<file path="src/rtl/mps_pkg.sv">
package mps_pkg;
  parameter int DEF_SLOTS      = 8;
  parameter int DEF_BANK_W     = 8;
  parameter int DEF_ADDR_W     = 16;
  parameter int DEF_SLOT_SHIFT = 10;
  parameter int DEF_PAGE_BIT   = 7;
endpackage

</file>
<file path="src/rtl/mps_bit_cache.sv">
module mps_bit_cache #(
  parameter int SLOTS    = 8,
  parameter int BANK_W   = 8,
  parameter int PAGE_BIT = 7,
  localparam int IDX_W   = $clog2(SLOTS)
) (
  input  logic              clk,
  input  logic              rst_n,
  input  logic              wr_en,
  input  logic [IDX_W-1:0]  wr_idx,
  input  logic [BANK_W-1:0] wr_val,
  output logic [SLOTS-1:0]  bits_q,
  output logic [SLOTS-1:0]  bits_d
);
  localparam logic [BANK_W-1:0] PAGE_MASK = BANK_W'(1) << PAGE_BIT;

  logic new_bit;
  assign new_bit = |(wr_val & PAGE_MASK);

  for (genvar g = 0; g < SLOTS; g++) begin : g_slot
    logic hit;
    assign hit = wr_en && (wr_idx == IDX_W'(g));

    always_comb begin
      bits_d[g] = bits_q[g];
      if (hit) bits_d[g] = new_bit;
    end

    always_ff @(posedge clk or negedge rst_n) begin
      if (!rst_n)   bits_q[g] <= 1'b0;
      else if (hit) bits_q[g] <= bits_d[g];
    end
  end
endmodule

</file>
<file path="src/rtl/mps_slot_tracker.sv">
module mps_slot_tracker #(
  parameter int ADDR_W     = 16,
  parameter int SLOT_SHIFT = 10,
  parameter int IDX_W      = 3
) (
  input  logic              clk,
  input  logic              rst_n,
  input  logic              fetch_vld,
  input  logic [ADDR_W-1:0] fetch_addr,
  output logic [IDX_W-1:0]  slot_q,
  output logic [IDX_W-1:0]  slot_d
);
  localparam int WIN_W = SLOT_SHIFT + IDX_W;
  localparam logic [ADDR_W-1:0] WIN_MASK = ADDR_W'((64'd1 << WIN_W) - 64'd1);

  logic [ADDR_W-1:0] masked;
  assign masked = (fetch_addr & WIN_MASK) >> SLOT_SHIFT;

  always_comb begin
    slot_d = slot_q;
    if (fetch_vld) slot_d = IDX_W'(masked);
  end

  always_ff @(posedge clk or negedge rst_n) begin
    if (!rst_n)         slot_q <= '0;
    else if (fetch_vld) slot_q <= slot_d;
  end
endmodule

</file>
<file path="src/rtl/mps_page_reg.sv">
module mps_page_reg #(
  parameter int SLOTS  = 8,
  localparam int IDX_W = $clog2(SLOTS)
) (
  input  logic             clk,
  input  logic             rst_n,
  input  logic             upd_en,
  input  logic [SLOTS-1:0] bits_d,
  input  logic [IDX_W-1:0] slot_d,
  output logic             page_q
);
  logic page_d;

  always_comb begin
    page_d = page_q;
    if (upd_en) page_d = bits_d[slot_d];
  end

  always_ff @(posedge clk or negedge rst_n) begin
    if (!rst_n)      page_q <= 1'b0;
    else if (upd_en) page_q <= page_d;
  end
endmodule

</file>
<file path="src/rtl/mirror_page_select.sv">
module mirror_page_select
  import mps_pkg::*;
#(
  parameter int SLOTS      = DEF_SLOTS,
  parameter int BANK_W     = DEF_BANK_W,
  parameter int ADDR_W     = DEF_ADDR_W,
  parameter int SLOT_SHIFT = DEF_SLOT_SHIFT,
  parameter int PAGE_BIT   = DEF_PAGE_BIT,
  localparam int IDX_W     = $clog2(SLOTS)
) (
  input  logic              clk,
  input  logic              rst_n,
  input  logic              bank_wr,
  input  logic [IDX_W-1:0]  bank_slot,
  input  logic [BANK_W-1:0] bank_val,
  input  logic              pat_vld,
  input  logic [ADDR_W-1:0] pat_addr,
  output logic              page_sel
);
  logic [SLOTS-1:0] bits_q;
  logic [SLOTS-1:0] bits_d;
  logic [IDX_W-1:0] slot_q;
  logic [IDX_W-1:0] slot_d;
  logic             any_evt;

  assign any_evt = bank_wr | pat_vld;

  mps_bit_cache #(
    .SLOTS(SLOTS), .BANK_W(BANK_W), .PAGE_BIT(PAGE_BIT)
  ) u_cache (
    .clk(clk), .rst_n(rst_n),
    .wr_en(bank_wr), .wr_idx(bank_slot), .wr_val(bank_val),
    .bits_q(bits_q), .bits_d(bits_d)
  );

  mps_slot_tracker #(
    .ADDR_W(ADDR_W), .SLOT_SHIFT(SLOT_SHIFT), .IDX_W(IDX_W)
  ) u_track (
    .clk(clk), .rst_n(rst_n),
    .fetch_vld(pat_vld), .fetch_addr(pat_addr),
    .slot_q(slot_q), .slot_d(slot_d)
  );

  mps_page_reg #(
    .SLOTS(SLOTS)
  ) u_page (
    .clk(clk), .rst_n(rst_n),
    .upd_en(any_evt), .bits_d(bits_d), .slot_d(slot_d),
    .page_q(page_sel)
  );

  logic unused_bits_q;
  assign unused_bits_q = ^bits_q;
endmodule

</file>
<file path="config.mk">
export PLATFORM = sky130hd
export DESIGN_NAME = mirror_page_select
export DESIGN_NICKNAME = d
export VERILOG_FILES = /design/src/rtl/mps_pkg.sv /design/src/rtl/mps_bit_cache.sv /design/src/rtl/mps_slot_tracker.sv /design/src/rtl/mps_page_reg.sv /design/src/rtl/mirror_page_select.sv
export SDC_FILE = /design/constraint.sdc
export NUM_CORES = 1
export LEC_CHECK = 0
export BUFFER_PORTS_ARGS = -buffer_cell sky130_fd_sc_hd__buf_2
export CAP_MARGIN = 10
export CORE_MARGIN = 5
export CORE_UTILIZATION = 49
export DETAILED_ROUTE_END_ITERATION = 16
export GPL_TIMING_DRIVEN = 1
export HOLD_SLACK_MARGIN = 0.06
export PLACE_DENSITY_LB_ADDON = 0.15
export SKIP_LAST_GASP = 1
export SYNTH_ARGS = -nofsm -noshare
export SYNTH_HDL_FRONTEND = slang
export SYNTH_HIERARCHICAL = 1
export SYNTH_SLANG_ARGS = --single-unit
</file>
<file path="constraint.sdc">
create_clock -name clk -period 2.46 [get_ports clk]
set_input_delay 0.492 -clock clk [delete_from_list [all_inputs] [get_ports clk]]
set_output_delay 0.492 -clock clk [all_outputs]
set_load 0.005 [all_outputs]
</file>
==> impl_metrics.ini <==
[sta]
skew_ns = 0.0006972
max_freq_ghz = 0.6088
hold_viol_final = 0
hold_ws_ns = 0.1027
finalCritPeriodShare_pct = 66.77
setup_tns_ns = 0
rsz0062_at_grt = false
setup_viol = 0
tightest_slew_ns = 0.2874
min_period_ns = 1.643
slew_viol_final = 0
maxSlewHeadroom_pct = 80.84

[floorplanning]
start_util_pct = 50.92
die_x_um = 49.34
dieArea_mm2 = 0.002434
rows = 14
ios = 32
die_h_um = 49.34
coreArea_mm2 = 0.001489

[global_route]
antenna_found_initial = 0
grt_max_degree = 17
overflow = 0
grt_pass1_wl_mm = 2.311
grtUsageTotal_pct = 11.78
grt_pass1_vias = 515

[critical_path]
crit_required_ns = 2.64
timing.critical_path.buf_inv = 1
end_kind = flip-flop
path_delay_family = multiplexers
cp.arrival_ns = 1.83
cp-start-kind = input pin
crit_top_cell = mux2i_1
max_stage_delay_ns = 0.45
crit_fanout = 8
ff2ff_setup_slack_ns = 0.94
worstSetupPathType = in -> reg
crit_path_cell_trace = buf_2, nor4b_2, mux2_2, mux2i_1, mux4_2, mux2i_1
crit_slowest_cell = mux4_2

[clock_network]
cts_buffers = 3
htree_levels = 1
insertion_delay_ns = 0.26
clock_path_buffers = 2
cts_resized = 0
clk_pin_slew_worst_paths_ns = 0.07
hold_buffers = 0
post-cts-setup-buffer-count = 0
cts_tree = yes
clock_sinks = 12
cts_root_buf = clkbuf_4

[final_layout]
fillers = 143
mostFrequentLayoutCells = dfrtp_1 (12), buf_2 (11), mux2_2 (10)
multiInputGateArea_um2 = 434.2
layout_commonest_cell = dfrtp_1
area.growth.synth_to_final_pct = 10.23
drive_above_1_share_pct = 50.00
layout.nets = 97
antenna_cells = 0
regArea_um2 = 300.3

[place]
dpl.hpwl_um = 913.6
routabilityCongestion = 0.6941
portBuffers = 11

[route]
drt-initial-drc-count = 3
vias = 468
drt_first_pass_iters = 2
postRouteWirelength_mm = 1.216
ant_nets = 0
drc_errors = 0
wl_per_cell_um = 15.20
viasPerCell = 5.850

[logic_synthesis]
seq_area_frac_synth_pct = 39.60
synth_nets = 84
synth_seq_cells = 12
synth_area_per_cell_um2 = 14.31
synthCells = 53
ys_warn_count = 6
synth_area_um2 = 758.2
synth_cell_types = 15

[pwr]
ir_worst_vdd_mv = 0.3063
power.leakage_nw = 0.3883
p_per_area_mw_per_mm2 = 610.5

[flow_run]
maxCapViolations = 0

[run_status]
status = finished, final reports clean

[min_path]
hold_class = in -> async
-- flip-flops by register name (all words and copies together) (netlist names) --
register        count
u_cache/bits_q      8
u_page/page_q       1
u_track/slot_q      3
-- power breakdown --
part           total [W]  switching [W]  internal (W)
clock           0.000115      0.0000581     0.0000564
sequential      0.000254      0.0000168      0.000237
combinational   0.000142      0.0000535     0.0000882
total           0.000510       0.000128      0.000382
-- per-stage QoR --
step	instance area [um2]	worst slack [ns]	utilization [%]	power (W)	instances
finish	835.8	0.8175	56.13	0.0005103	80
global route	835.8	0.7224	56.13	0.0005516	80
CTS	835.8	0.8184	56.13	0.0005202	80
detailed placement	813.3	0.5435	54.62	0.0004028	77
global placement	813.3	0.5565	54.62	0.0003984	77
floorplan	758.2	0.6549	-	0.0003618	53
-- cells in the mapped netlist (all sizes together) --
cell type	n	share of area, %
inv	1	0.49
nand4	1	0.83
mux2	22	36
nor4b	1	2.0
mux4	1	3.0
dfrtp	12	40
clkbuf	2	1.2
and4bb	3	5.0
or2	1	0.83
nand4b	3	3.5
buf	1	1.5
mux2i	5	6.6
-- layout make-up --
type	instances	area share, %
Tap cell	16	2.395
Multi-Input combinational cell	37	51.95
Clock buffer	3	2.695
Timing Repair Buffer	11	6.587
Inverter	1	0.4491
Sequential cell	12	35.93
-- per-layer routing --
| layer | vias to the layer above | routed length [um] | global-route usage [%] |
|---|---|---|---|
| met2 | 10 | 566 | 16.74 |
| met5 | - | 0 | 0 |
| met4 | 0 | 0 | 2.691 |
| met3 | 0 | 82 | 5.505 |
| met1 | 232 | 566 | 16.07 |
| li1 | 226 | - | - |
-- worst register-to-register path: stages (launching register included) --
cell and delay [ns]:
dfrtp_1 0.38, mux2_4 0.32, mux2i_1 0.14, mux4_2 0.46, mux2i_1 0.15
-- cell families after synthesis --
group / after synthesis / synth area share [%]
buffers and inverters: 4 / 3.134
flip-flops: 12 / 39.60
multiplexers: 28 / 45.21
AND/OR/NAND/NOR: 9 / 12.05
-- worst paths after layout --
path,cells after the start,start,endpoint
min,1,rst_n,u_cache/bits_q[5]
min reg2reg,1,u_cache/bits_q[1],u_cache/bits_q[1]
max reg2reg,4,u_track/slot_q[0],u_page/page_q
min in group clk,2,pat_addr[12],u_track/slot_q[2]
max in group asynchronous,1,rst_n,u_cache/bits_q[6]
max,6,bank_slot[1],u_page/page_q
Note: power is estimated with default switching activity, not from simulation.
